## src/rtl/baud_tick_pkg.sv

```systemverilog
package baud_tick_pkg;

  localparam int unsigned NUM_RATES = 10;
  localparam int unsigned IDX_W     = $clog2(NUM_RATES);

  // Line rate in baud for a table position.
  function automatic int unsigned rate_of(input logic [IDX_W-1:0] idx);
    case (idx)
      4'd0:    return 9600;
      4'd1:    return 19200;
      4'd2:    return 38400;
      4'd3:    return 57600;
      4'd4:    return 115200;
      4'd5:    return 230400;
      4'd6:    return 460800;
      4'd7:    return 921600;
      4'd8:    return 1843200;
      default: return 3250000;
    endcase
  endfunction

  // Phase step per reference cycle.
  function automatic int unsigned step_of(input logic [IDX_W-1:0] idx,
                                          input int unsigned oversample);
    return rate_of(idx) * oversample;
  endfunction

  // Saturate a raw register byte onto the table.
  function automatic logic [IDX_W-1:0] clamp_idx(input logic [7:0] raw);
    if (raw > 8'(NUM_RATES - 1)) return IDX_W'(NUM_RATES - 1);
    return raw[IDX_W-1:0];
  endfunction

endpackage

```

## src/rtl/baud_idx_reg.sv

```systemverilog
module baud_idx_reg
  import baud_tick_pkg::*;
#(
  parameter int unsigned REG_W = 8
) (
  input  logic             clk,
  input  logic             rst_n,
  input  logic             wr_en,
  input  logic [REG_W-1:0] wr_data,
  output logic [REG_W-1:0] raw_q,
  output logic [IDX_W-1:0] eff_idx
);

  always_ff @(posedge clk) begin
    if (!rst_n)     raw_q <= '0;
    else if (wr_en) raw_q <= wr_data;
  end

  assign eff_idx = clamp_idx(raw_q);

endmodule

```

## src/rtl/baud_rate_lut.sv

```systemverilog
module baud_rate_lut
  import baud_tick_pkg::*;
#(
  parameter int unsigned OVERSAMPLE = 16,
  parameter int unsigned ACC_W      = 27
) (
  input  logic [IDX_W-1:0] idx,
  output logic [ACC_W-1:0] step
);

  always_comb step = ACC_W'(step_of(idx, OVERSAMPLE));

endmodule

```

## src/rtl/baud_phase_acc.sv

```systemverilog
module baud_phase_acc #(
  parameter int unsigned REF_HZ = 52_000_000,
  parameter int unsigned ACC_W  = 27
) (
  input  logic             clk,
  input  logic             rst_n,
  input  logic             restart,
  input  logic [ACC_W-1:0] step,
  output logic [ACC_W-1:0] acc_q,
  output logic             tick_q
);

  localparam logic [ACC_W-1:0] LIMIT = ACC_W'(REF_HZ);

  logic [ACC_W-1:0] sum;
  logic             wrap;

  always_comb begin
    sum  = acc_q + step;
    wrap = (sum >= LIMIT);
  end

  always_ff @(posedge clk) begin
    if (!rst_n || restart) begin
      acc_q  <= '0;
      tick_q <= 1'b0;
    end else begin
      acc_q  <= wrap ? (sum - LIMIT) : sum;
      tick_q <= wrap;
    end
  end

endmodule

```

## src/rtl/baud_tick_gen.sv

```systemverilog
module baud_tick_gen
  import baud_tick_pkg::*;
#(
  parameter int unsigned REF_HZ     = 52_000_000,
  parameter int unsigned OVERSAMPLE = 16,
  parameter int unsigned REG_W      = 8
) (
  input  logic             clk,
  input  logic             rst_n,
  input  logic             wr_en,
  input  logic [REG_W-1:0] wr_data,
  output logic [REG_W-1:0] rd_index,
  output logic             tick
);

  localparam int unsigned ACC_W = $clog2(2 * REF_HZ) + 1;

  logic [IDX_W-1:0] eff_idx;
  logic [ACC_W-1:0] step;
  logic [ACC_W-1:0] acc_val;

  baud_idx_reg #(.REG_W(REG_W)) u_reg (
    .clk(clk), .rst_n(rst_n), .wr_en(wr_en), .wr_data(wr_data),
    .raw_q(rd_index), .eff_idx(eff_idx)
  );

  baud_rate_lut #(.OVERSAMPLE(OVERSAMPLE), .ACC_W(ACC_W)) u_lut (
    .idx(eff_idx), .step(step)
  );

  baud_phase_acc #(.REF_HZ(REF_HZ), .ACC_W(ACC_W)) u_acc (
    .clk(clk), .rst_n(rst_n), .restart(wr_en), .step(step),
    .acc_q(acc_val), .tick_q(tick)
  );

endmodule

```

## config.mk

```make
export PLATFORM = sky130hd
export DESIGN_NAME = baud_tick_gen
export DESIGN_NICKNAME = d
export VERILOG_FILES = /design/src/rtl/baud_tick_pkg.sv /design/src/rtl/baud_idx_reg.sv /design/src/rtl/baud_rate_lut.sv /design/src/rtl/baud_phase_acc.sv /design/src/rtl/baud_tick_gen.sv
export SDC_FILE = /design/constraint.sdc
export NUM_CORES = 1
export LEC_CHECK = 0
export ABC_CLOCK_PERIOD_IN_PS = 9520
export BUFFER_PORTS_ARGS = -buffer_cell sky130_fd_sc_hd__buf_2
export CAP_MARGIN = 20
export CORE_MARGIN = 2
export CORE_UTILIZATION = 62
export DETAILED_ROUTE_END_ITERATION = 16
export HOLD_SLACK_MARGIN = 0.12
export MAX_ROUTING_LAYER = met4
export PLACE_DENSITY = 0.88
export SKIP_CTS_REPAIR_TIMING = 1
export SYNTH_ARGS = -nofsm -noshare
export SYNTH_HDL_FRONTEND = slang
export SYNTH_SLANG_ARGS = --single-unit
```

## constraint.sdc

```tcl
create_clock -name clk -period 9.52 [get_ports clk]
set_input_delay 0.476 -clock clk [delete_from_list [all_inputs] [get_ports clk]]
set_output_delay 0.476 -clock clk [all_outputs]
set_load 0.005 [all_outputs]
```

# Word-level counts from Yosys, hierarchy flattened
# Memory sizes are Yosys's and may differ from the RTL's.
# Cells that the tools add are included.
# word_totals
romBits	272
regBits	37
mem_count	1
# op_classes
n_reduce_logical	2
n_addsub	2
mux	4
order_cmp	2
# mem_list
memory	depth	width	rd	rd_clocked_by_memory_dff	write_ports	line_no	rtl
(name not given)	16	17	1	0	0	baud_tick_pkg.sv:8	case (idx)
# ops
cell	count
adder 28 bit	1
>= comparator 28 x 26 -> 1 bit (second input constant)	1
2-to-1 mux 28 bit	1
subtractor 28 x 26 -> 28 bit (second input constant)	1
> comparator 8 x 4 -> 1 bit (second input constant)	1
2-to-1 mux 4 bit	2
logical NOT 1 bit	1
logical OR 1 bit	1
2-to-1 mux 1 bit	1

# Logic depth before layout (Yosys ltp)
# Gate-level depths: netlist (run 1).
# An unclocked memory read counts as a cell.
# logic_depth
depth_word	7
depth_mapped	21
ltp_nobuf	19

# Modules after synthesis
# From an unflattened synthesis (run 1), not the netlist that was laid out.
# unflattened
cells_unflattened	533
area_unflattened_um2	4080.2
# by_module_without_submodules
module	instances	cells_per_inst	area_per_inst_um2
baud_phase_acc	1	448	3348.2
baud_rate_lut	1	53	385.4
baud_idx_reg	1	32	346.6

# Worst setup path before layout (run 1)
# Ideal clock, no wire load.
# synth_timing
path_type	reg-to-reg
from	reg u_reg.raw_q[7]
to	reg u_acc.acc_q[9]
stages_incl_launch_ff	22
t_arrival_ps	4192
synth_period_minus_slack_ps	4322
n_path_buf	5
setup_slack_ps	5198
required_time_ps	9391
path_cell_list	dfxtp_1 -> nor4_1 -> nor2b_1 -> clkbuf_1 -> nand2_1 -> ha_1 -> and2_0 -> clkbuf_1 -> a21o_1 -> ha_1 -> buf_2 -> a21oi_1 -> o21ai_1 -> a22o_1 -> o41ai_4 -> xor2_2 -> nor2_2 -> o21a_4 -> buf_6 -> buf_6 -> o211ai_1 -> o41ai_1
# synth_between
elab_chain_len	7
# synth_rtl
item	line_no	rtl
start, declared	baud_idx_reg.sv:10	output logic [REG_W-1:0] raw_q,
start signal, assigned	baud_idx_reg.sv:16	else if (wr_en) raw_q <= wr_data;
> comparator 8 x 4 -> 1 bit *	baud_tick_pkg.sv:30	if (raw > 8'(NUM_RATES - 1)) return IDX_W'(NUM_RATES - 1);
2-to-1 mux 1 bit *	baud_tick_pkg.sv:30	
2-to-1 mux 4 bit *	baud_tick_pkg.sv:31	return raw[IDX_W-1:0];
memory (16 x 17 bit) *	n/a	
adder 28 bit *	baud_phase_acc.sv:19	sum = acc_q + step;
subtractor 28 x 26 -> 28 bit / >= comparator 28 x 26 -> 1 bit (equally long branches)	baud_phase_acc.sv:28, baud_phase_acc.sv:20	
2-to-1 mux 28 bit *	baud_phase_acc.sv:28	acc_q <= wrap ? (sum - LIMIT) : sum;
end signal, assigned	baud_phase_acc.sv:28	
end, declared	baud_phase_acc.sv:9	output logic [ACC_W-1:0] acc_q,
# Every way passes the cells marked *; elsewhere a longest branch is shown, timed or not.
# A chain may end at the register's enable or synchronous reset.

# Final worst setup path (run 1)
# layout_timing
from	reg u_reg.raw_q[7]
to	reg u_acc.acc_q[21]
# The elaborated chain is that of the path after synthesis.

==> results of run 1 <==
-- logic make-up (layout without fill, tap and decap cells) --
| group | count (synthesis) | after routing | share of synthesized area, % |
|---|---|---|---|
| buf+inv | 39 | 45 | 5.42 |
| xor+xnor | 14 | 14 | 4.45 |
| fa+ha+maj | 26 | 26 | 10.5 |
| mux | 18 | 18 | 5.86 |
| flops | 29 | 29 | 18.8 |
| simple gates | 157 | 157 | 26.0 |
| compound gates | 118 | 118 | 29.0 |
-- power breakdown --
group	internal (W)	total [W]	switching, W
logic	0.000260	0.000713	0.000452
clock network	0.0000506	0.000104	0.0000530
registers	0.000155	0.000178	0.0000228
total	0.000466	0.000994	0.000528
-- registers in the layout (all words and copies together) (netlist names) --
| name | flops |
|---|---|
| u_acc.acc_q | 20 |
| u_reg.raw_q | 8 |
| u_acc.tick_q | 1 |
-- stage by stage --
step                      power [W]  cells  hold WS (ps)  worst slack, ps
after floorplan            0.000749    401           524             5200
after global placement     0.000847    466           517             4430
after detailed placement   0.000864    466           543             4240
after CTS                  0.000970    474           439             4200
after global routing        0.00107    474           447             3670
final                      0.000994    474           434             4070
-- cell usage in the layout (no fill, tap or decap), types with 4 or more instances in the layout --
cell type | netlist | final
nand2_1 | 34 | 34
nor2_1 | 31 | 31
a21oi_1 | 30 | 30
dfxtp_1 | 29 | 29
ha_1 | 26 | 26
buf_2 | 4 | 19
inv_1 | 17 | 17
mux2i_1 | 17 | 17
nand3_1 | 16 | 16
nor3_1 | 16 | 16
nor2b_1 | 13 | 13
o21ai_0 | 11 | 11
and3_1 | 10 | 10
o211ai_1 | 9 | 9
a21o_1 | 8 | 8
a211oi_1 | 8 | 8
or4_1 | 8 | 8
xnor2_1 | 7 | 7
or2_2 | 5 | 5
nand4_1 | 5 | 5
o21a_1 | 5 | 5
xor2_1 | 5 | 5
clkbuf_8 | 0 | 5
and2_1 | 4 | 4
a22oi_1 | 4 | 4
o21ai_1 | 4 | 4
o21bai_1 | 4 | 4
-- worst register-to-register path: stages (launching register included) --
cell,delay (ps)
dfxtp_1,330
nor4_1,400
nor2b_1,610
nand2_1,210
ha_1,320
and2_0,250
a21oi_1,180
ha_1,290
a21oi_1,180
o31ai_2,490
nor3_1,120
a211oi_1,320
xnor2_1,250
nand2_1,610
o21ai_0,400
mux2_2,360
-- routing by layer --
layer | GRT usage, % | wire [um] | vias up
met1 | 41.9 | 3400 | 1442
met4 | 10.1 | 165 | 0
met2 | 47.0 | 3600 | 155
met5 | - | 0 | -
met3 | 6.83 | 839 | 16
li1 | - | - | 1498
-- worst paths after layout --
| path | start | cells past startpoint | slack [ps] | endpoint |
|---|---|---|---|---|
| worst min register to register | u_reg.raw_q[4] | 2 | 560 | u_reg.raw_q[4] |
| worst max register to register | u_reg.raw_q[7] | 15 | 4070 | u_acc.acc_q[21] |
| worst min-delay path | wr_data[2] | 3 | 430 | u_reg.raw_q[2] |
| worst max-delay path | u_reg.raw_q[7] | 15 | 4070 | u_acc.acc_q[21] |
-- area by class of cell --
class	instances	area, sq um	area share [%]
tap	67	83.8	2.57
timing repair buffer	20	103	3.15
inverter	17	63.8	1.96
multi-input combinational	333	2350	72.0
clock buffer	6	72.6	2.23
clock inverter	2	10.0	0.307
sequential	29	581	17.8
==> impl_metrics.csv, run 1 <==
group,metric,value,unit
yosys,synth.yosys.warnings,0,
yosys,syn_area_per_cell,7.72,sq um
place,dpl_cell_area,3180,sq um
power_and_ir_drop,power.density,305,nW/um^2
yosys,synth_top_cell_by_area,"dfxtp_1",
setup_path,endpoint_kind,"flop",
timing,max_slew_margin,33.2,%
global_route,grt_max_degree,32,
yosys,ys.flop_type,"dfxtp_1",
global_route,groute.usage.overall,31.3,%
floorplanning,fp.dieW,74.6,um
yosys,synth_cell_types,66,
yosys,synth.area.top_cells,"dfxtp_1 19%, ha_1 11%, mux2i_1 5.5%",
timing,max_freq,184,MHz
timing,rsz0062_at_grt,"false",
cts,cts_buffer_depth,2,
power_and_ir_drop,p_leak,1.43,nW
floorplanning,core-area,4750,sq um
finish,drive_gt1_share,12.3,%
setup_path,worstSetupStartpointType,"flop",
setup_path,critical_path_buf_inv_count,0,
yosys,yosys-top-cells-count,"34 x nand2_1, 31 x nor2_1, 30 x a21oi_1",
route,drt-initial-drc-count,324,
floorplanning,die_h,74.6,um
global_route,first_global_vias,2730,
setup_path,worstPathArrival,5630,ps
floorplanning,ios,20,
setup_path,crit_fanout,31,
timing,final.min_clock_period,5450,ps
finish,n_fill_cell,393,
yosys,syn_area,3090,sq um
yosys,syn_inst,401,
timing,finalSetupViolations,0,
yosys,synth-edff-count,0,
run,maxCapViolCount,0,
worst_hold_path,hp-class,"in2reg",
finish,nets,443,
floorplanning,placementRows,25,
place,port_buffers,19,
setup_path,crit_path_top_delay_cell,"nor2b_1",
global_route,antenna_found_initial,0,
global_route,grt_pass1_wl,12900,um
setup_path,slowest_delay,610,ps
power_and_ir_drop,vdd_drop_max,0.180,mV
outcome,status,"complete, no violations",
timing,setup_tns,0,ps
yosys,synth_most_common_cell,"nand2_1",
timing,worst_pin_slew,1000,ps
finish,insertedDiodeCount,0,
place,dp_hpwl,6030,um
route,wl,8010,um
cts,cts-root-buf,"clkbuf_8",
cts,cts_tree,"built",
route,wire_per_inst,16.9,um
timing,hold_viol_final,0,
finish,design_area,3260,sq um
cts,htreeDepth,2,
global_route,overflow,0,
route,drc_errors,0,
yosys,ys_seq_elements,29,
setup_path,cp_top_family,"simple AND/OR/NAND/NOR gates",
setup_path,required,9710,ps
timing,skew,4.38,ps
cts,clk_pin_slew,70,ps
cts,worstSkewPairLatency,290,ps
timing,maxSlewViolCount,0,
setup_path,crit_type,"reg2reg",
yosys,synth_top_area_share,18.8,%
cts,clock_sinks,29,
place,gp_congestion,0.937,
route,viasPerCell,6.56,
floorplanning,floorplan.initialDensity,65.1,%
finish,final_core_utilization,68.6,%
floorplanning,die_area,5570,sq um
timing,finalCritPeriodShare,57.2,%
finish,syn_to_final_growth,5.34,%
yosys,syn_nets,438,
cts,cts_made_buffers,5,
route,ant_nets,0,
route,vias,3111,
yosys,ys_seq_area_share,18.8,%
setup_path,crit_chain,"nor4_1 -> nor2b_1 -> nand2_1 -> ha_1 -> and2_0 -> a21oi_1 -> ha_1 -> a21oi_1 -> o31ai_2 -> nor3_1 -> a211oi_1 -> xnor2_1 -> nand2_1 -> o21ai_0 -> mux2_2",
route,first_pass_iters,7,
yosys,synth_async_sr_flop_share,0,%
(Power assumes the default switching activity.)
==> run 2: changes to the inputs <==
- ABC_CLOCK_PERIOD_IN_PS: 9520 -> 5200
- clock period: 9.52 -> 5.2 ns (I/O delays scaled with it)
==> run 2 against run 1 <==
  * First-iteration DRC count is 39% lower
  * Critical path depth is 3 higher
  * Non-clock buffer count is 3 higher
  * Largest cell class unchanged
  * Core utilization is 0.53 points higher
  * Hold slack worse by 190 ps
  * Combinational power is 89% higher
  * Sequential cell count stayed put
==> impl_metrics.csv, run 2 (synthesis results as in run 1) <==
group,metric,value,unit
setup_path,endpoint_kind,"flop",
finish,regMostFlops,"u_acc.acc_q",
setup_path,worstPathArrival,5010,ps
cts,worstSkewPairLatency,280,ps
power_and_ir_drop,power.total,0.00184,W
route,wl,7880,um
finish,nets,447,
finish,final_common_cell,"nand2_1",
finish,syn_to_final_growth,6.15,%
timing,finalCritPeriodShare,93.0,%
timing,worst_pin_slew,1030,ps
finish,reg_top3,"u_acc.acc_q x20, u_reg.raw_q x8, u_acc.tick_q x1",
worst_hold_path,hold_start,"wr_data[3]",
floorplanning,fp.dieW,74.6,um
global_route,grt_max_degree,30,
setup_path,slowest_delay,450,ps
setup_path,required,5370,ps
finish,largest_reg_flops,20,
cts,cts_buffer_depth,2,
timing,hold_viol_final,0,
global_route,antenna_found_initial,0,
finish,drive_gt1_share,13.2,%
setup_path,crit_chain,"nor4_1 -> nand2_1 -> or2_2 -> inv_1 -> ha_1 -> and2_0 -> a21o_1 -> nor2_1 -> ha_1 -> nand2_1 -> o31ai_2 -> a21oi_1 -> o211ai_1 -> or2_4 -> a31oi_1 -> o21a_4 -> o21ai_0 -> mux2_2",
floorplanning,ios,20,
floorplanning,die_h,74.6,um
timing,final.min_clock_period,4840,ps
finish,final_cell_mix,"33 x nand2_1, 31 x nor2_1, 30 x a21oi_1",
setup_path,crit_fanout,14,
worst_hold_path,min_to,"u_reg.raw_q[3]",
timing,max_freq,207,MHz
route,wire_per_inst,16.6,um
cts,cts-root-buf,"clkbuf_8",
place,place_inst,469,
route,ant_nets,0,
cts,cts_made_buffers,5,
finish,instances_no_fill,476,
global_route,groute.usage.overall,30.6,%
cts,htreeDepth,2,
setup_path,crit_path_top_delay_cell,"ha_1",
timing,setup_tns,0,ps
place,dp_hpwl,5860,um
run,maxCapViolCount,0,
floorplanning,die_area,5570,sq um
floorplanning,placementRows,25,
route,drt-initial-drc-count,198,
global_route,overflow,0,
setup_path,worstReg2RegStart,"u_reg.raw_q[7]",
route,drc_errors,0,
worst_hold_path,hold_depth,3,
route,viasPerCell,6.41,
cts,clock_sinks,29,
global_route,grt_pass1_wl,12800,um
outcome,status,"complete, no violations",
setup_path,r2r_cells,18,
worst_hold_path,hp-class,"in2reg",
global_route,first_global_vias,2731,
route,first_pass_iters,6,
place,gp_congestion,1.03,
timing,skew,4.37,ps
power_and_ir_drop,power.density,560,nW/um^2
floorplanning,core-area,4750,sq um
route,vias,3052,
finish,insertedDiodeCount,0,
power_and_ir_drop,p_leak,1.44,nW
cts,cts_tree,"built",
power_and_ir_drop,vdd_drop_max,0.343,mV
timing,max_slew_margin,31.1,%
finish,n_fill_cell,396,
setup_path,rrSetupSlack,360,ps
timing,finalSetupViolations,0,
setup_path,reg2reg_to,"u_acc.acc_q[21]",
setup_path,crit_type,"reg2reg",
floorplanning,floorplan.initialDensity,65.1,%
timing,maxSlewViolCount,0,
setup_path,worstSetupStartpointType,"flop",
place,port_buffers,19,
cts,clk_pin_slew,60,ps
run 2: changes by cell type in the layout (fill, tap and decap cells not counted):
cell      delta
nand2_2      +1
nand2_1      -1
clkbuf_1     -1
buf_4        +3
clkinv_2     -1
o21a_2       +1
run 2: where the power goes:
part / total [W] / internal [W] / switching [W]
Sequential: 0.000319 / 0.000284 / 0.0000356
Clock: 0.000176 / 0.0000879 / 0.0000882
Combinational: 0.00135 / 0.000502 / 0.000843
Total: 0.00184 / 0.000874 / 0.000967
run 2: worst max path at each step:
stage	to	from	cells after the start	slack (ps)
finish	u_acc.acc_q[21]	u_reg.raw_q[7]	18	360
global route	u_acc.acc_q[25]	u_reg.raw_q[7]	18	-5
CTS	u_acc.acc_q[17]	u_reg.raw_q[7]	18	350
detailed placement	u_acc.acc_q[17]	u_reg.raw_q[7]	18	370
global placement	u_acc.acc_q[25]	u_reg.raw_q[2]	18	520
floorplan	u_acc.acc_q[9]	u_reg.raw_q[7]	21	880
run 2: stage by stage:
| step | util [%] | area (sq um) | hold WS [ps] | setup WS, ps |
|---|---|---|---|---|
| after global placement | 67.3 | 3200 | 512 | 521 |
| after detailed placement | 67.3 | 3200 | 527 | 374 |
| after CTS | 68.8 | 3270 | 237 | 347 |
| after global routing | 69.1 | 3280 | 259 | -4.86 |
| final | 69.1 | 3280 | 240 | 362 |
| after floorplan | - | 3090 | 388 | 878 |
run 2: critical path, delay by kind of cell (launching register included):
family | cells | cell delay [ps]
and+or+nand+nor | 7 | 1460
muxes | 1 | 370
adders and majority gates | 2 | 740
AOI/OAI and AO/OA | 7 | 1730
buffers and inverters | 1 | 110
DFF | 1 | 320
run 2: cell type report:
type / count / area, sq um / area share (%)
Multi-Input combinational cell: 334 / 2360 / 71.8
Sequential cell: 29 / 581 / 17.7
Timing Repair Buffer: 23 / 125 / 3.81
Tap cell: 67 / 83.8 / 2.55
Clock buffer: 5 / 68.8 / 2.10
Inverter: 17 / 63.8 / 1.94
Clock inverter: 1 / 5.00 / 0.152
run 2: layer usage:
layer	track usage, %	wire, um
met3	4.55	491
met1	40.7	3650
met5	-	0
met4	10.5	214
met2	47.5	3520
==> run 3: changes to the inputs <==
- CTS_BUF_LIST: not set -> sky130_fd_sc_hd__clkbuf_16
==> run 3 against run 2 <==
  * Critical path depth decreased by 1
  * Wire length increased by 0.57%
  * Register-to-register slack worse by 70 ps
  * Core utilization increased by 1.3 points
  * First-iteration DRC count is 18% higher
  * Hold slack better by 7.4 ps
  * Cell count did not move
  * Clock skew down 0.66 ps
  * Largest cell class unchanged
==> impl_metrics.csv, run 3 (synthesis results as in run 1) <==
group,metric,value,unit
outcome,status,"complete, no violations",
timing,skew,3.71,ps
finish,regMostFlops,"u_acc.acc_q",
setup_path,critical_path_buf_inv_count,1,
global_route,antenna_found_initial,0,
route,wire_per_inst,16.7,um
power_and_ir_drop,p_leak,1.47,nW
timing,rsz0062_at_grt,"false",
timing,setup_tns,0,ps
power_and_ir_drop,power.density,580,nW/um^2
global_route,first_global_vias,2732,
route,ant_nets,0,
setup_path,crit_path_top_delay_cell,"or4_1",
power_and_ir_drop,power.total,0.00194,W
timing,finalSetupViolations,0,
timing,hold_viol_final,0,
setup_path,slowest_delay,500,ps
floorplanning,fp.dieW,74.6,um
route,drt-initial-drc-count,234,
timing,worst_pin_slew,1000,ps
finish,largest_reg_flops,20,
floorplanning,die_area,5570,sq um
setup_path,cp_top_family,"simple AND/OR/NAND/NOR gates",
setup_path,worstPathArrival,5130,ps
finish,final_cell_mix,"33 x nand2_1, 31 x nor2_1, 30 x a21oi_1",
run,maxCapViolCount,0,
cts,clock_sinks,29,
setup_path,worstSetupStartpointType,"flop",
setup_path,crit_type,"reg2reg",
floorplanning,core-area,4750,sq um
global_route,groute.usage.overall,30.6,%
timing,setup_slack,288,ps
cts,cts_buffer_depth,2,
finish,final_common_cell,"nand2_1",
global_route,grt_max_degree,30,
route,wl,7930,um
cts,cts-root-buf,"clkbuf_16",
finish,reg_top3,"u_acc.acc_q x20, u_reg.raw_q x8, u_acc.tick_q x1",
setup_path,required,5410,ps
setup_path,path_common_cell,"ha_1",
timing,maxSlewViolCount,0,
cts,cts_tree,"built",
cts,clk_pin_slew,50,ps
floorplanning,placementRows,25,
cts,cts_made_buffers,5,
place,gp_congestion,1.03,
setup_path,r2r_cells,17,
floorplanning,die_h,74.6,um
worst_hold_path,hp-class,"in2reg",
cts,htreeDepth,2,
finish,syn_to_final_growth,8.13,%
place,dpl_worst_slack,374,ps
finish,drive_gt1_share,13.4,%
place,port_buffers,19,
global_route,overflow,0,
finish,nets,447,
setup_path,worstReg2RegStart,"u_reg.raw_q[7]",
finish,insertedDiodeCount,0,
route,viasPerCell,6.41,
global_route,grt_pass1_wl,12900,um
setup_path,crit_fanout,14,
timing,final.min_clock_period,4910,ps
timing,finalCritPeriodShare,94.5,%
worst_hold_path,min_to,"u_reg.raw_q[3]",
timing,max_slew_margin,33.0,%
worst_hold_path,hold_start,"wr_data[3]",
setup_path,reg2reg_to,"u_acc.acc_q[19]",
place,dp_hpwl,5860,um
power_and_ir_drop,vdd_drop_max,0.344,mV
floorplanning,ios,20,
timing,max_freq,204,MHz
setup_path,endpoint_kind,"flop",
setup_path,crit_chain,"nor4_1 -> nand2_1 -> or2_2 -> inv_1 -> ha_1 -> and2_0 -> a21oi_1 -> ha_1 -> a2111oi_2 -> o21ai_1 -> a2bb2oi_4 -> xor2_2 -> or2_4 -> a31oi_1 -> o21a_2 -> or4_1 -> nand3_1",
cts,worstSkewPairLatency,280,ps
worst_hold_path,hold_depth,3,
route,first_pass_iters,6,
setup_path,rrSetupSlack,290,ps
route,drc_errors,0,
route,vias,3050,
floorplanning,floorplan.initialDensity,65.1,%
-- run 3: layout make-up --
cell class	instances	area [sq um]
Clock buffer	5	125
Inverter	17	63.8
Clock inverter	1	5.00
Multi-Input combinational cell	334	2360
Timing Repair Buffer	23	125
Fill cell	385	1410
Tap cell	67	83.8
Sequential cell	29	581
-- run 3: routing by layer --
metal	track usage [%]	part of all wire, %
met1	40.4	46
met2	47.9	45
met3	5.09	6.6
met4	9.72	2.4
met5	-	0
-- run 3: how the worst max path moves through the flow --
| stage | from | to | cells past startpoint |
|---|---|---|---|
| floorplan | u_reg.raw_q[7] | u_acc.acc_q[9] | 21 |
| global placement | u_reg.raw_q[2] | u_acc.acc_q[25] | 18 |
| detailed placement | u_reg.raw_q[7] | u_acc.acc_q[17] | 18 |
| CTS | u_reg.raw_q[7] | u_acc.acc_q[17] | 18 |
| global route | u_reg.raw_q[7] | u_acc.acc_q[21] | 17 |
| finish | u_reg.raw_q[7] | u_acc.acc_q[19] | 17 |
-- run 3: worst register-to-register path: stages, from the launching register on --
cell,delay [ps]
dfxtp_1,320
nor4_1,360
nand2_1,90
or2_2,330
inv_1,130
ha_1,300
and2_0,320
a21oi_1,80
ha_1,430
a2111oi_2,490
o21ai_1,240
a2bb2oi_4,220
xor2_2,290
or2_4,210
a31oi_1,80
o21a_2,360
or4_1,500
nand3_1,100
-- run 3: per-stage QoR --
stage / util [%] / hold WS, ps / instance area, sq um / instances
floorplan: - / 388 / 3090 / 401
global placement: 67.3 / 512 / 3200 / 469
detailed placement: 67.3 / 527 / 3200 / 469
CTS: 70.0 / 248 / 3330 / 475
global route: 70.4 / 276 / 3350 / 476
finish: 70.4 / 248 / 3350 / 476
-- run 3: power by group --
group / total (W) / internal, W / switching, W
Clock: 0.000272 / 0.000171 / 0.000101
Combinational: 0.00135 / 0.000503 / 0.000845
Sequential: 0.000319 / 0.000284 / 0.0000354
